$ cat config.mk
export PLATFORM = sky130hd
export DESIGN_NAME = wr_pace_ctrl
export DESIGN_NICKNAME = d
export VERILOG_FILES = /design/src/rtl/wr_pace_pkg.sv /design/src/rtl/wr_pace_decode.sv /design/src/rtl/wr_pace_seq.sv /design/src/rtl/wr_pace_drive.sv /design/src/rtl/wr_pace_ctrl.sv
export SDC_FILE = /design/constraint.sdc
export NUM_CORES = 1
export LEC_CHECK = 0
export ABC_AREA = 1
export BUFFER_PORTS_ARGS = -buffer_cell sky130_fd_sc_hd__buf_4
export CORE_MARGIN = 8
export CORE_UTILIZATION = 55
export DETAILED_ROUTE_END_ITERATION = 8
export GPL_ROUTABILITY_DRIVEN = 0
export GPL_TIMING_DRIVEN = 0
export MAX_ROUTING_LAYER = met4
export PLACE_DENSITY = 0.95
export SLEW_MARGIN = 20
export SYNTH_ARGS = -nofsm -noshare
export SYNTH_HDL_FRONTEND = slang
export SYNTH_SLANG_ARGS = --single-unit
$ cat constraint.sdc
create_clock -name clk -period 4.17 [get_ports clk]
set_input_delay 1.0425 -clock clk [delete_from_list [all_inputs] [get_ports clk]]
set_output_delay 1.0425 -clock clk [all_outputs]
set_load 0.02 [all_outputs]
$ cat src/rtl/wr_pace_pkg.sv
package wr_pace_pkg;

    localparam int IDX_W = 4;

    localparam logic [2:0] FC_CPU_SPACE = 3'b111;

    typedef enum logic [1:0] {
        TGT_NONE = 2'd0,
        TGT_CS   = 2'd1,
        TGT_DRAM = 2'd2
    } tgt_kind_e;

    typedef struct packed {
        tgt_kind_e        kind;
        logic [IDX_W-1:0] idx;
    } tgt_sel_t;

    typedef enum logic [1:0] {
        PH_IDLE = 2'd0,
        PH_XFER = 2'd1,
        PH_HOLD = 2'd2
    } phase_e;

    typedef struct packed {
        logic up_n;
        logic lo_n;
    } lane_t;

endpackage

$ cat src/rtl/wr_pace_decode.sv
module wr_pace_decode
    import wr_pace_pkg::*;
#(
    parameter int ADDR_W = 24,
    parameter int NREG   = 4,
    parameter int WS_W   = 4,
    parameter int DEF_WS = 6,
    parameter logic [NREG-1:0][ADDR_W-1:0] CS_BASE = '0,
    parameter logic [NREG-1:0][ADDR_W-1:0] CS_MASK = '0,
    parameter logic [ADDR_W-1:0] DRAM_BASE = '0,
    parameter logic [ADDR_W-1:0] DRAM_MASK = '0
) (
    input  logic [ADDR_W-1:0]    addr,
    input  logic [NREG*WS_W-1:0] ws_cs,
    input  logic [WS_W-1:0]      ws_dram,
    output tgt_sel_t             sel,
    output logic [WS_W-1:0]      ws
);

    logic [NREG-1:0] hit;
    logic            dram_hit;

    generate
        for (genvar g = 0; g < NREG; g++) begin : g_win
            assign hit[g] = ((addr & CS_MASK[g]) == CS_BASE[g]);
        end
    endgenerate

    assign dram_hit = ((addr & DRAM_MASK) == DRAM_BASE);

    always_comb begin
        sel = '{kind: TGT_NONE, idx: '0};
        ws  = WS_W'(DEF_WS);
        if (dram_hit) begin
            sel.kind = TGT_DRAM;
            ws       = ws_dram;
        end
        // walk downward so the lowest matching index is applied last
        for (int i = NREG - 1; i >= 0; i--) begin
            if (hit[i]) begin
                sel.kind = TGT_CS;
                sel.idx  = IDX_W'(i);
                ws       = ws_cs[i*WS_W +: WS_W];
            end
        end
    end

endmodule

$ cat src/rtl/wr_pace_seq.sv
module wr_pace_seq
    import wr_pace_pkg::*;
#(
    parameter int WS_W    = 4,
    parameter int MIN_LEN = 4
) (
    input  logic            clk,
    input  logic            rst,
    input  logic            as_n,
    input  logic            rw_n,
    input  logic [2:0]      fc,
    input  logic [WS_W-1:0] ws,
    output logic            start,
    output phase_e          ph,
    output logic            col_ph
);

    localparam int LEN_W = WS_W + 2;

    logic             armed;
    logic [LEN_W-1:0] cnt;
    logic [LEN_W-1:0] last;
    logic [LEN_W-1:0] need;
    logic [LEN_W-1:0] len;
    logic             req;

    assign req   = ~as_n & ~rw_n & (fc != FC_CPU_SPACE) & armed;
    assign start = (ph == PH_IDLE) && req;

    always_comb begin
        need = LEN_W'(ws) + LEN_W'(2);
        len  = (need > LEN_W'(MIN_LEN)) ? need : LEN_W'(MIN_LEN);
    end

    assign col_ph = ((ph == PH_XFER) && (cnt != '0)) || (ph == PH_HOLD);

    always_ff @(posedge clk) begin
        if (rst) begin
            ph    <= PH_IDLE;
            cnt   <= '0;
            last  <= '0;
            armed <= 1'b0;
        end else begin
            if (as_n) begin
                armed <= 1'b1;
            end else if (start) begin
                armed <= 1'b0;
            end
            case (ph)
                PH_IDLE: begin
                    if (start) begin
                        ph   <= PH_XFER;
                        cnt  <= '0;
                        last <= len - LEN_W'(1);
                    end
                end
                PH_XFER: begin
                    if (as_n) begin
                        ph <= PH_IDLE;
                    end else if (LEN_W'(cnt + 1'b1) == last) begin
                        ph <= PH_HOLD;
                    end else begin
                        cnt <= cnt + 1'b1;
                    end
                end
                PH_HOLD: begin
                    if (as_n) begin
                        ph <= PH_IDLE;
                    end
                end
                default: ph <= PH_IDLE;
            endcase
        end
    end

endmodule

$ cat src/rtl/wr_pace_drive.sv
module wr_pace_drive
    import wr_pace_pkg::*;
#(
    parameter int NREG = 4,
    parameter int MA_W = 11
) (
    input  logic            clk,
    input  logic            rst,
    input  logic            start,
    input  tgt_sel_t        sel,
    input  lane_t           lane,
    input  logic [MA_W-1:0] row,
    input  logic [MA_W-1:0] col,
    input  phase_e          ph,
    input  logic            col_ph,
    output logic [NREG-1:0] cs_n,
    output logic            wru_n,
    output logic            wrl_n,
    output logic [MA_W-1:0] ma,
    output logic            ras_n,
    output logic            cas_n,
    output logic            dwe_n,
    output logic [1:0]      dcs_n,
    output logic            dtack_n,
    output logic            stall
);

    tgt_sel_t        sel_q;
    lane_t           lane_q;
    logic [MA_W-1:0] row_q;
    logic [MA_W-1:0] col_q;
    logic            busy;

    always_ff @(posedge clk) begin
        if (rst) begin
            sel_q  <= '{kind: TGT_NONE, idx: '0};
            lane_q <= '{up_n: 1'b1, lo_n: 1'b1};
            row_q  <= '0;
            col_q  <= '0;
        end else if (start) begin
            sel_q  <= sel;
            lane_q <= lane;
            row_q  <= row;
            col_q  <= col;
        end
    end

    assign busy    = (ph != PH_IDLE);
    assign stall   = busy;
    assign dtack_n = (ph != PH_HOLD);

    always_comb begin
        cs_n  = '1;
        wru_n = 1'b1;
        wrl_n = 1'b1;
        ma    = '0;
        ras_n = 1'b1;
        cas_n = 1'b1;
        dwe_n = 1'b1;
        dcs_n = 2'b11;
        if (busy) begin
            case (sel_q.kind)
                TGT_CS: begin
                    for (int i = 0; i < NREG; i++) begin
                        if (sel_q.idx == IDX_W'(i)) begin
                            cs_n[i] = 1'b0;
                        end
                    end
                    wru_n = lane_q.up_n;
                    wrl_n = lane_q.lo_n;
                end
                TGT_DRAM: begin
                    ras_n = 1'b0;
                    ma    = col_ph ? col_q : row_q;
                    cas_n = ~col_ph;
                    dwe_n = ~col_ph;
                    dcs_n = {lane_q.up_n, lane_q.lo_n};
                end
                default: ;
            endcase
        end
    end

endmodule

$ cat src/rtl/wr_pace_ctrl.sv
module wr_pace_ctrl
    import wr_pace_pkg::*;
#(
    parameter int ADDR_W  = 24,
    parameter int NREG    = 4,
    parameter int WS_W    = 4,
    parameter int MA_W    = 11,
    parameter int MIN_LEN = 4,
    parameter int DEF_WS  = 6,
    parameter logic [NREG-1:0][ADDR_W-1:0] CS_BASE =
        {24'h210000, 24'h200000, 24'h100000, 24'h000000},
    parameter logic [NREG-1:0][ADDR_W-1:0] CS_MASK =
        {24'hFF0000, 24'hFF0000, 24'hF00000, 24'hF00000},
    parameter logic [ADDR_W-1:0] DRAM_BASE = 24'h800000,
    parameter logic [ADDR_W-1:0] DRAM_MASK = 24'h800000
) (
    input  logic                 clk,
    input  logic                 rst,
    input  logic                 as_n,
    input  logic                 rw_n,
    input  logic                 uds_n,
    input  logic                 lds_n,
    input  logic [2:0]           fc,
    input  logic [ADDR_W-1:0]    addr,
    input  logic [NREG*WS_W-1:0] ws_cs,
    input  logic [WS_W-1:0]      ws_dram,
    output logic [NREG-1:0]      cs_n,
    output logic                 wru_n,
    output logic                 wrl_n,
    output logic [MA_W-1:0]      ma,
    output logic                 ras_n,
    output logic                 cas_n,
    output logic                 dwe_n,
    output logic [1:0]           dcs_n,
    output logic                 dtack_n,
    output logic                 stall
);

    localparam int COL_LO = 1;
    localparam int ROW_LO = COL_LO + MA_W;

    tgt_sel_t        sel;
    logic [WS_W-1:0] ws;
    logic            start;
    phase_e          ph;
    logic            col_ph;
    lane_t           lane;

    assign lane = '{up_n: uds_n, lo_n: lds_n};

    wr_pace_decode #(
        .ADDR_W   (ADDR_W),
        .NREG     (NREG),
        .WS_W     (WS_W),
        .DEF_WS   (DEF_WS),
        .CS_BASE  (CS_BASE),
        .CS_MASK  (CS_MASK),
        .DRAM_BASE(DRAM_BASE),
        .DRAM_MASK(DRAM_MASK)
    ) u_dec (
        .addr   (addr),
        .ws_cs  (ws_cs),
        .ws_dram(ws_dram),
        .sel    (sel),
        .ws     (ws)
    );

    wr_pace_seq #(
        .WS_W   (WS_W),
        .MIN_LEN(MIN_LEN)
    ) u_seq (
        .clk   (clk),
        .rst   (rst),
        .as_n  (as_n),
        .rw_n  (rw_n),
        .fc    (fc),
        .ws    (ws),
        .start (start),
        .ph    (ph),
        .col_ph(col_ph)
    );

    wr_pace_drive #(
        .NREG(NREG),
        .MA_W(MA_W)
    ) u_drv (
        .clk    (clk),
        .rst    (rst),
        .start  (start),
        .sel    (sel),
        .lane   (lane),
        .row    (addr[ROW_LO +: MA_W]),
        .col    (addr[COL_LO +: MA_W]),
        .ph     (ph),
        .col_ph (col_ph),
        .cs_n   (cs_n),
        .wru_n  (wru_n),
        .wrl_n  (wrl_n),
        .ma     (ma),
        .ras_n  (ras_n),
        .cas_n  (cas_n),
        .dwe_n  (dwe_n),
        .dcs_n  (dcs_n),
        .dtack_n(dtack_n),
        .stall  (stall)
    );

endmodule

# [Word-level counts from Yosys, hierarchy flattened]
# Index checks and enable logic that the tools add are counted.
[word_totals] regBits=45 out_inout_bits=24 word_cells=92
[op_classes] add_sub_neg=3 order_cmp=1 eq_ne=18 n_mux=41 bitwise=6 n_reduce_logical=13
[ops] op="6-bit two-way mux" n=8
[ops] op="11-bit two-way mux" n=3
[ops] op="4-bit two-way mux" n=7
[ops] op="24-bit zero test" n=1
[ops] op="8-bit by 6-bit == test with 1-bit output, second input constant" n=2
[ops] op="1-bit two-way mux" n=14
[ops] op="2-bit two-way mux" n=7
[ops] op="6-bit case mux with 2 select lines" n=1
[ops] op="2-bit != test, second input constant" n=5
[ops] op="4-bit by 1-bit == test with 1-bit output, second input constant" n=2
[ops] op="4-bit by 2-bit == test with 1-bit output, second input constant" n=2
[ops] op="6-bit by 1-bit adder with 6-bit output, second input constant" n=1
[ops] op="6-bit == test" n=1
[ops] op="6-bit by 3-bit greater-than comparator with 1-bit output, second input constant" n=1
[ops] op="3-bit != test, second input constant" n=2
[ops] op="2-bit case mux with 3 select lines" n=1
[ops] op="2-bit nonzero test" n=3
[ops] op="6-bit nonzero test" n=1
[ops] op="6-bit by 1-bit subtractor with 6-bit output, second input constant" n=1
[ops] op="4-bit by 2-bit adder with 5-bit output, second input constant" n=1
[ops] op="2-bit by 1-bit == test with 1-bit output, second input constant" n=2
[ops] op="2-bit == test, second input constant" n=2
[ops] op="4-bit zero test" n=1
[ops] op="4-bit AND reduction" n=1
[ops] op="other kinds (7)" n=12

# [Logic depth before layout (Yosys ltp)]
[logic_depth] ltp_word=9 depth_mapped=19 depth_no_buf=19

# [Modules after synthesis]
# Synthesis repeated with hierarchy kept, for this count alone.
[unflattened] cells_unflattened=458 area_unflattened_um2=2803.9
[by_module_without_submodules] module="wr_pace_drive" instances=1 cells_per_inst=234 area_per_inst_um2=1432.6 seq_area_each_um2=600.6
[by_module_without_submodules] module="wr_pace_seq" instances=1 cells_per_inst=160 area_per_inst_um2=1041.0 seq_area_each_um2=300.3
[by_module_without_submodules] module="wr_pace_decode" instances=1 cells_per_inst=64 area_per_inst_um2=330.3 seq_area_each_um2=0.0

# [Least setup slack after synthesis]
# Ideal clock, no wire load.
[synth_timing] path_kind="input port to flip-flop" from="in addr[20]" to="reg u_seq.last[4]" arrival_ns=2.676 path_slack_ns=1.362 stages=18 n_path_buf=0 cell_sequence="inv_1 > nand2_2 > nor2_4 > nand3b_1 > nand2_1 > nand2_1 > nand2_1 > nand2_1 > ha_1 > inv_1 > nand2_1 > nand2_1 > nand3_2 > nand2_1 > ha_1 > nand4_1 > nand3_1 > a21oi_1"
[synth_via] elab_chain_cells=9 elab_cells_between_ends=12 cone_classes="add/sub (2); order compare (1); eq/ne (3); mux (5); reduce/logical (1)"
[synth_lines] item="start, declared" line="wr_pace_ctrl.sv:24" source="input logic [ADDR_W-1:0] addr,"
[synth_lines] item="8-bit by 6-bit == test with 1-bit output" line="wr_pace_decode.sv:25" source="assign hit[g] = ((addr & CS_MASK[g]) == CS_BASE[g]);"
[synth_lines] item="4-bit two-way mux (3 in series)" line="wr_pace_decode.sv:40" source="if (hit[i]) begin"
[synth_lines] item="4-bit two-way mux *" line="wr_pace_decode.sv:40"
[synth_lines] item="4-bit by 2-bit adder with 5-bit output *" line="wr_pace_seq.sv:31" source="need = LEN_W'(ws) + LEN_W'(2);"
[synth_lines] item="6-bit by 3-bit greater-than comparator with 1-bit output" line="wr_pace_seq.sv:32" source="len = (need > LEN_W'(MIN_LEN)) ? need : LEN_W'(MIN_LEN);"
[synth_lines] item="6-bit two-way mux *" line="wr_pace_seq.sv:32"
[synth_lines] item="6-bit by 1-bit subtractor with 6-bit output *" line="wr_pace_seq.sv:54" source="last <= len - LEN_W'(1);"
[synth_lines] item="end signal, assigned" line="wr_pace_seq.sv:54"
[synth_lines] item="end, declared" line="wr_pace_seq.sv:22" source="logic [LEN_W-1:0] last;"
# Mark *: on every way between the ends. The rest lies on a longest branch, timed or not.
# A chain may end at the register's enable or synchronous reset.

# [Worst setup path after layout]
[layout_timing] from="reg u_seq.ph[0]" to="out ma[8]"
[layout_via] elab_chain_cells=6 elab_cells_between_ends=8 cone_classes="eq/ne (2); mux (3); reduce/logical (3)"
[layout_lines] item="start, declared" line="wr_pace_seq.sv:14" source="output phase_e ph,"
[layout_lines] item="start signal, assigned" line="wr_pace_seq.sv:39" source="ph <= PH_IDLE;"
[layout_lines] item="start signal, assigned" line="wr_pace_seq.sv:52" source="ph <= PH_XFER;"
[layout_lines] item="start signal, assigned" line="wr_pace_seq.sv:59" source="ph <= PH_IDLE;"
[layout_lines] item="2-bit by 1-bit == test with 1-bit output" line="wr_pace_seq.sv:35" source="assign col_ph = ((ph == PH_XFER) && (cnt != '0)) || (ph == PH_HOLD);"
[layout_lines] item="1-bit logical AND" line="wr_pace_seq.sv:35"
[layout_lines] item="1-bit logical OR" line="wr_pace_seq.sv:35"
[layout_lines] item="11-bit two-way mux" line="wr_pace_drive.sv:74" source="ma = col_ph ? col_q : row_q;"
[layout_lines] item="11-bit two-way mux" line="wr_pace_drive.sv:62" source="case (sel_q.kind)"
[layout_lines] item="11-bit two-way mux *" line="wr_pace_drive.sv:61" source="if (busy) begin"
[layout_lines] item="end, declared" line="wr_pace_ctrl.sv:30" source="output logic [MA_W-1:0] ma,"
# Marked as above.

==> metrics <==
outcome=completed; H-Tree Depth=2; Async SR Flop Fraction=0%; ant diodes=0; HP Class=reg2reg; row count=24; sw power=0.2589 mW; critical path class=reg2out; antenna viol nets, final=0; starting DRC count in detailed routing=281; worst endpoint required time=3.13 ns; post_cts resized=0; CP Launch Type=flop; final net count=499; critical path data arrival time=2.27 ns; Gate power share=20.8%; Commonest cells post-synth=61 x nand2_1, 51 x inv_1, 45 x a21oi_1; Max Cap Violations=0; Routed WL per cell=13.73 um; max_slew headroom=66.10%; clock tree buffer depth=2; Yosys warning count=0; fin. max-slew vios=0; CP max-delay cell=nor2_1; sequential power share=49.8%; post-layout util=72.92%; Critical Path Fanout Max=10; fmax=301.5 MHz; Tcrit/Tclk final=79.54%; root buf cell=clkbuf_8; Initial Utilization=56.19%; global-route wire length before repair=11.45 mm; CTS tree=done; CP peak stage delay=0.39 ns; min Tclk post-route=3.317 ns; Worst path depth=8; Yosys cell types=34; mapped cell area=2396 um^2; global route overflow=0; Reg clk slew, reported paths=0.08 ns; worst-margin pin slew=0.5084 ns; top cell type by total area after synthesis=dfxtp_1; Die Width=82.01 um; Avg Inst Size Synth=6.674 um^2; # IOs=77; Leak=1.449 nW; All-Layer GR Usage=21.89%; critical path's top delay family=buffers and inverters; Max VDD drop=0.0001399 V; top cell type's share of synthesized area=35.93%; clock latency on the worst-skew pair=0.30 ns; First-pass DRT Iterations=5; Port Buf Inserts=75; total number of vias=2,710; Int Pwr=0.6204 mW; switching part of the total=29.44%; unrepaired setup endpoints after global routing=false; Chip Height=82.01 um; Final Routed Wirelength=6.782 mm; clock sink total=43; die area=6725 um^2; pwr dens=282.8 nW/um^2; Syn Nets=417; Reg2Reg Depth=11; final hold viol count=0; Vias/cell=5.486; cts bufs inserted=5; Finish-stage setup viols=0; number of synthesized flops with an enable pin=0; drc violations=0; Syn-to-layout area delta=29.76%; dpl hpwl=5.473 mm; core area=4264 um^2; hold depth=2; number of global-route vias before repair=2,667; sequence of cells on the critical path=inv_1, nor2_1, o31ai_1, nand2_1, clkbuf_1, o21ai_0, a21oi_1, buf_4; layout cell share with drive strength beyond 1=22.62%; largest net degree at the start of global routing=14; Post-synth top flop=dfxtp_1; antenna violations before repair=0; Critical Path Sink Type=output port; Yosys reg bits=43; CTS Hold Bufs=0; Setup Buffers After CTS=0; Post-Route Skew=0.008677 ns; Mapped Cells=359; sequential area share after synthesis=35.93%; clock group share of total power=29.5%; count leader, synth=nand2_1; Synth area leaders=dfxtp_1 36%, nand2_1 9.6%, a21oi_1 9.4%; TNS Setup=0 ns; CP Buf/Inv Count=3
[routing by layer]
layer | part of all wire (%) | global-route usage [%]
met4 | 2.7 | 10.70
met3 | 7.4 | 4.158
met1 | 41 | 24.69
met5 | 0 | -
met2 | 49 | 36.31
[worst reg2reg max path, delay by kind of cell, from the launching register on]
kind | cells | cell delay, ns
DFF | 1 | 0.43
AOI/OAI and AO/OA | 2 | 0.34
and+or+nand+nor | 6 | 0.62
adders and majority gates | 1 | 0.33
xor gates and xnor gates | 1 | 0.14
buffers and inverters | 1 | 0.11
[cell usage in the layout, fill, tap and decap left out, types with 2 or more instances in the layout]
cell / instances
nand3b_1: 3
nor2_4: 2
o211ai_1: 3
nand3_1: 20
nand2_2: 4
clkbuf_1: 13
ha_1: 5
nand2_1: 61
inv_2: 3
buf_4: 76
o22ai_1: 2
nand4_1: 8
xor2_1: 5
dfxtp_1: 43
a21oi_1: 45
a211oi_1: 2
nor2_1: 34
o21ai_0: 39
nand3_2: 2
inv_1: 51
clkbuf_8: 5
[area by class of cell]
| cell class | instances | area (um^2) |
|---|---|---|
| clock buffer | 6 | 72.57 |
| buffer | 14 | 56.30 |
| multi-input combinational | 247 | 1267 |
| fill | 337 | 1155 |
| clock inverter | 2 | 12.51 |
| sequential | 43 | 860.8 |
| timing repair buffer | 75 | 563.0 |
| tap | 52 | 65.06 |
| inverter | 55 | 211.5 |
[power by group through the flow]
stage | clock [mW] | sequential (mW) | combinational [mW]
detailed placement | 0 | 0.447 | 0.180
global route | 0.279 | 0.439 | 0.205
CTS | 0.258 | 0.437 | 0.182
floorplan | 0 | 0.444 | 0.107
global placement | 0 | 0.446 | 0.173
finish | 0.259 | 0.438 | 0.183
[path summary, 6_finish.rpt]
check	from	endpoint	slack (ns)
setup reg to reg	u_seq.cnt[0]$_SDFFE_PP0P_	u_seq.cnt[1]$_SDFFE_PP0P_	2.10
setup / recovery	u_seq.ph[0]$_SDFFE_PP0P_	ma[8]	0.85
hold / removal	u_drv.col_q[3]$_SDFFE_PP0P_	u_drv.col_q[3]$_SDFFE_PP0P_	0.46
hold reg to reg	u_drv.col_q[3]$_SDFFE_PP0P_	u_drv.col_q[3]$_SDFFE_PP0P_	0.46
[state kept, by name, summed over array words and instances (netlist names)]
name	count
u_seq.cnt	6
u_drv.row_q	11
u_drv.sel_q	4
u_seq.ph	2
u_seq.armed	1
u_drv.col_q	11
u_seq.last	6
u_drv.lane_q	2
[cell families after synthesis]
group	share of synthesized area [%]
adder cells (fa/ha/maj)	2.611
AND/OR/NAND/NOR	26.63
AO/OA/AOI/OAI	21.46
XOR/XNOR	2.193
buffers and inverters	11.17
flip-flops	35.93
[stage by stage]
stage	setup WS, ns	hold slack, ns	instances	area [um^2]	power (mW)
6_report	0.8530	0.4594	494	3109	0.8792
5_1_grt	0.6265	0.4811	494	3109	0.9230
4_1_cts	0.8569	0.4597	494	3109	0.8765
3_5_place_dp	0.9252	0.4478	486	3024	0.6272
3_3_place_gp	1.042	0.4391	486	3024	0.6186
2_1_floorplan	1.362	0.4297	359	2396	0.5508
No activity file was read; power rests on OpenSTA's default activity.
